==> src/rtl/dskc_pkg.sv <==
`timescale 1ns/1ps
package dskc_pkg;
  localparam int OFF_W = 3;

  localparam logic [OFF_W-1:0] OFF_STATUS = 3'd0;
  localparam logic [OFF_W-1:0] OFF_RTYPE  = 3'd1;
  localparam logic [OFF_W-1:0] OFF_ADR_HI = 3'd2;
  localparam logic [OFF_W-1:0] OFF_RBYTE  = 3'd3;
  localparam logic [OFF_W-1:0] OFF_SUBRST = 3'd7;

  typedef enum logic [1:0] {
    RT_DONE  = 2'b00,
    RT_RSV1  = 2'b01,
    RT_READY = 2'b10,
    RT_RSV3  = 2'b11
  } rtype_e;

  // Status byte: ready bits split around irq and the two presence bits.
  function automatic logic [7:0] status_pack(input logic [3:0] rdy, input logic irq);
    return {1'b0, rdy[3], rdy[2], 1'b1, 1'b1, irq, rdy[1], rdy[0]};
  endfunction

  // Drive-ready result layout: drives 1,0,3,2 in bits 7..4.
  function automatic logic [7:0] ready_pack(input logic [3:0] rdy);
    return {rdy[1], rdy[0], rdy[3], rdy[2], 4'b0000};
  endfunction

  function automatic logic [7:0] result_sel(input rtype_e rt, input logic chg,
                                            input logic [7:0] err, input logic [3:0] rdy);
    return (rt == RT_READY && chg) ? ready_pack(rdy) : err;
  endfunction
endpackage

==> src/rtl/dskc_decode.sv <==
`timescale 1ns/1ps
module dskc_decode
  import dskc_pkg::*;
#(
  parameter int              ADDR_W    = 8,
  parameter logic [ADDR_W-1:0] BASE_PORT = 8'h78
) (
  input  logic [ADDR_W-1:0] io_addr,
  input  logic              io_rd,
  input  logic              io_wr,
  output logic              hit,
  output logic              rd_status,
  output logic              rd_rtype,
  output logic              rd_rbyte,
  output logic              wr_lo,
  output logic              wr_hi,
  output logic              wr_subrst
);
  logic [OFF_W-1:0] off;

  assign hit = (io_addr[ADDR_W-1:OFF_W] == BASE_PORT[ADDR_W-1:OFF_W]);
  assign off = io_addr[OFF_W-1:0];

  assign rd_status = hit && io_rd && (off == OFF_STATUS);
  assign rd_rtype  = hit && io_rd && (off == OFF_RTYPE);
  assign rd_rbyte  = hit && io_rd && (off == OFF_RBYTE);
  assign wr_lo     = hit && io_wr && (off == OFF_RTYPE);
  assign wr_hi     = hit && io_wr && (off == OFF_ADR_HI);
  assign wr_subrst = hit && io_wr && (off == OFF_SUBRST);
endmodule

==> src/rtl/dskc_iopb_addr.sv <==
`timescale 1ns/1ps
module dskc_iopb_addr #(
  parameter int BYTE_W = 8
) (
  input  logic              clk,
  input  logic              rst_n,
  input  logic              wr_lo,
  input  logic              wr_hi,
  input  logic [BYTE_W-1:0] wdata,
  output logic [2*BYTE_W-1:0] addr,
  output logic              go
);
  logic [BYTE_W-1:0] lo_q, hi_q;

  always_ff @(posedge clk) begin
    if (!rst_n) begin
      lo_q <= '0;
      hi_q <= '0;
    end else begin
      if (wr_lo) lo_q <= wdata;
      if (wr_hi) hi_q <= wdata;
    end
  end

  // The high byte bypasses its register so the engine sees it with the strobe.
  assign addr = {(wr_hi ? wdata : hi_q), lo_q};
  assign go   = wr_hi;
endmodule

==> src/rtl/dskc_result.sv <==
`timescale 1ns/1ps
module dskc_result
  import dskc_pkg::*;
#(
  parameter int ERR_W = 8
) (
  input  logic             clk,
  input  logic             rst_n,
  input  logic             done,
  input  rtype_e           done_rtype,
  input  logic [ERR_W-1:0] done_err,
  input  logic             done_rdychg,
  input  logic             clr_irq,
  input  logic             sub_rst,
  output rtype_e           rtype_q,
  output logic [ERR_W-1:0] err_q,
  output logic             chg_q,
  output logic             irq_q
);
  always_ff @(posedge clk) begin
    if (!rst_n) begin
      rtype_q <= RT_DONE;
      err_q   <= '0;
      chg_q   <= 1'b0;
      irq_q   <= 1'b0;
    end else begin
      if (sub_rst) begin
        rtype_q <= RT_DONE;
        err_q   <= '0;
        chg_q   <= 1'b0;
      end else if (done) begin
        rtype_q <= done_rtype;
        err_q   <= done_err;
        chg_q   <= done_rdychg;
      end
      if (done)         irq_q <= 1'b1;
      else if (clr_irq) irq_q <= 1'b0;
    end
  end
endmodule

==> src/rtl/dskc_host_regs.sv <==
`timescale 1ns/1ps
module dskc_host_regs
  import dskc_pkg::*;
#(
  parameter int                ADDR_W    = 8,
  parameter logic [ADDR_W-1:0] BASE_PORT = 8'h78
) (
  input  logic              clk,
  input  logic              rst_n,
  input  logic [ADDR_W-1:0] io_addr,
  input  logic              io_rd,
  input  logic              io_wr,
  input  logic [7:0]        io_wdata,
  output logic [7:0]        io_rdata,
  input  logic [3:0]        drv_rdy,
  input  logic              done,
  input  logic [1:0]        done_rtype,
  input  logic [7:0]        done_err,
  input  logic              done_rdychg,
  output logic              start,
  output logic [15:0]       blk_addr,
  output logic              irq_out,
  output logic              soft_rst
);
  logic   hit, rd_status, rd_rtype, rd_rbyte, wr_lo, wr_hi, wr_subrst;
  rtype_e rtype_q;
  logic [7:0] err_q;
  logic   chg_q, irq_q;

  dskc_decode #(.ADDR_W(ADDR_W), .BASE_PORT(BASE_PORT)) u_dec (
    .io_addr(io_addr), .io_rd(io_rd), .io_wr(io_wr), .hit(hit),
    .rd_status(rd_status), .rd_rtype(rd_rtype), .rd_rbyte(rd_rbyte),
    .wr_lo(wr_lo), .wr_hi(wr_hi), .wr_subrst(wr_subrst)
  );

  dskc_iopb_addr #(.BYTE_W(8)) u_adr (
    .clk(clk), .rst_n(rst_n), .wr_lo(wr_lo), .wr_hi(wr_hi),
    .wdata(io_wdata), .addr(blk_addr), .go(start)
  );

  dskc_result #(.ERR_W(8)) u_res (
    .clk(clk), .rst_n(rst_n), .done(done), .done_rtype(rtype_e'(done_rtype)),
    .done_err(done_err), .done_rdychg(done_rdychg), .clr_irq(rd_rtype),
    .sub_rst(wr_subrst), .rtype_q(rtype_q), .err_q(err_q), .chg_q(chg_q),
    .irq_q(irq_q)
  );

  assign irq_out  = irq_q;
  assign soft_rst = wr_subrst;

  always_comb begin
    io_rdata = 8'h00;
    if (rd_status)     io_rdata = status_pack(drv_rdy, irq_q);
    else if (rd_rtype) io_rdata = {6'b0, rtype_q};
    else if (rd_rbyte) io_rdata = result_sel(rtype_q, chg_q, err_q, drv_rdy);
  end
endmodule

==> config.mk <==
export PLATFORM = sky130hd
export DESIGN_NAME = dskc_host_regs
export DESIGN_NICKNAME = d
export VERILOG_FILES = /design/src/rtl/dskc_pkg.sv /design/src/rtl/dskc_decode.sv /design/src/rtl/dskc_iopb_addr.sv /design/src/rtl/dskc_result.sv /design/src/rtl/dskc_host_regs.sv
export SDC_FILE = /design/constraint.sdc
export NUM_CORES = 1
export LEC_CHECK = 0
export BUFFER_PORTS_ARGS = -buffer_cell sky130_fd_sc_hd__clkbuf_2
export CAP_MARGIN = 20
export CORE_MARGIN = 2
export CORE_UTILIZATION = 46
export CTS_CLUSTER_DIAMETER = 50
export DETAILED_ROUTE_END_ITERATION = 8
export GPL_TIMING_DRIVEN = 0
export PLACE_DENSITY_LB_ADDON = 0.15
export SYNTH_ARGS = -nofsm -noshare
export SYNTH_HDL_FRONTEND = slang
export SYNTH_HIERARCHICAL = 1
export SYNTH_SLANG_ARGS = --single-unit
export TNS_END_PERCENT = 1
==> constraint.sdc <==
create_clock -name clk -period 2.2 [get_ports clk]
set_input_delay 0.33 -clock clk [delete_from_list [all_inputs] [get_ports clk]]
set_output_delay 0.33 -clock clk [all_outputs]
set_load 0.03 [all_outputs]
==> out/summary.txt <==
outcome: finished clean
GPL Wtd Cong: 0.740
core area: 2760 um^2
Max IR drop VDD: 0.000353 V
Via density: 5.04
antenna viol nets, final: 0
htree depth: 1
fill count: 260
# port buffers: 62
crit path max fanout: 6
combinational power share: 0.112
Rel. slew slack: 0.772
P_int: 0.673 mW
PD cells: 503 nW/um^2
Worst Tran Pin Value: 341 ps
Sw Ratio: 0.231
Area after DPL: 1700 um^2
dpl hpwl: 2360 um
pre-CTS setup slack: 52.8 ps
Syn. warnings: 6
clock power share: 0.283
final setup TNS: 0 ps
synthesized net count: 167
Critical Path End Type: output port
Switch Pwr: 0.203 mW
period utilisation layout: 0.940
die footprint: 3380 um^2
DR WL/cell: 12.8 um
number of remaining DRC errors: 0
1st-iter DRT viols: 28
# IOs: 63
post-CTS setup buffers: 0
WL final: 2910 um
Worst EP arrival: 1740 ps
Hold Path Class: primary input to register
syn avg cell area: 10.3 um^2
Die X: 58.1 um
CTS max path bufs: 2
post-synthesis instance total: 131
Final Hold Vio Count: 0
std cell rows: 19
minimum clock period: 2070 ps
worst skew pair latency: 320 ps
post-route cell area: 1740 um^2
crit path kind: primary input to output port
routed vias: 1150
Layout area overhead: 29.3%
Congestion Overflow GR: 0
Initial Util: 0.488
startpoint class of the critical path: primary input
CTS tree: yes
CTS Sinks: 28
layout cell share with drive strength beyond 1: 0.442
RSZ-0062 raised after global routing: no
Die H: 58.1 um
Clk Tree Root Cell: clkbuf_4
Layout Nets: 234
Syn Std Cell Area: 1350 um^2
fin util: 0.631
maximum number of pins on one net before global-route repair: 16
Critical Path RT: 1870 ps
drt first pass iters: 4
power share of the sequential group: 0.605
GRT Total Usage: 0.192
first-pass GRT wire length: 4910 um
max frequency: 484 MHz
Setup WS post-layout: 133 ps
CTS clk-pin slew, worst paths: 150 ps
initial antenna violation count: 0
vias in the first global route: 1089
Num CTS Buffers: 3
setup violators final: 0
LEAKAGE: 0.865 nW
max-cap check violation count: 0
Max Slew Vio Count: 0
post-route clock skew: 0 ps
n_diodes: 0
-- through the flow --
stage | total power [mW] | hold slack, ps | cells
after global routing | 0.926 | 225 | 228
after CTS | 0.885 | 226 | 228
after global placement | 0.634 | 478 | 224
after detailed placement | 0.639 | 490 | 224
final | 0.876 | 233 | 228
after floorplan | 0.588 | 448 | 131
-- sequential cells by signal (all words and copies together) (netlist names) --
register / flops
u_res/rtype_q: 2
u_adr/hi_q: 8
u_res/chg_q: 1
u_adr/lo_q: 8
u_res/err_q: 8
u_res/irq_q: 1
-- layer usage --
layer	share of wire	track usage	vias up
met3	0.071	0.0469	4
met2	0.48	0.321	39
met5	0	0	-
met4	0.011	0.0764	0
met1	0.44	0.236	523
li1	-	-	584
-- placed cells by master (no fill, tap or decap), drive strengths merged --
cell / instances
mux2: 9
clkbuf: 68
a31o: 1
nand2: 6
nor4: 1
nand4b: 2
o21ai: 4
nand3: 3
or3b: 2
a21oi: 2
or3: 1
a22oi: 1
nor2: 12
buf: 5
o21a: 1
nand3b: 1
nor3: 5
mux2i: 22
nor2b: 11
nand2b: 2
a21o: 1
or2b: 1
and2: 8
dfxtp: 28
-- power by group through the flow --
stage               combinational (mW)  clock (mW)  sequential [mW]
floorplan                       0.0467           0            0.542
global placement                0.0939           0            0.541
detailed placement              0.0977           0            0.542
CTS                             0.0982       0.256            0.531
global route                     0.108       0.285            0.532
finish                          0.0979       0.248            0.530
-- what timing repair did --
action / 4_1_cts / 5_1_grt
hold endpoints to repair: 0 / 0
setup endpoints to repair: 0 / 13
hold buffers: 0 / 0
resized for setup: 0 / 4
-- critical path: stages --
cell and delay (ps):
clkbuf_2 110, or3b_1 400, nor3_2 310, nor2b_2 140, a22oi_1 150, o21ai_0 120, clkbuf_2 190
-- path summary, 6_finish.rpt --
| path | start | slack (ps) | end | cells past startpoint |
|---|---|---|---|---|
| min | done_err[3] | 230 | u_res/err_q[3]$_SDFFE_PP0P_ | 3 |
| min reg2reg | u_res/err_q[0]$_SDFFE_PP0P_ | 520 | u_res/err_q[0]$_SDFFE_PP0P_ | 2 |
| max reg2reg | u_adr/hi_q[3]$_SDFF_PN0_ | 1360 | u_adr/hi_q[3]$_SDFF_PN0_ | 2 |
| max | io_addr[1] | 130 | io_rdata[0] | 7 |
-- cell type report --
type | instances | area [um^2] | area share
Buffer | 7 | 48.8 | 0.0280
Clock buffer | 4 | 36.3 | 0.0208
Multi-Input combinational cell | 96 | 746 | 0.428
Tap cell | 31 | 38.8 | 0.0223
Timing Repair Buffer | 62 | 310 | 0.178
Sequential cell | 28 | 561 | 0.322
(Power assumes the default switching activity.)
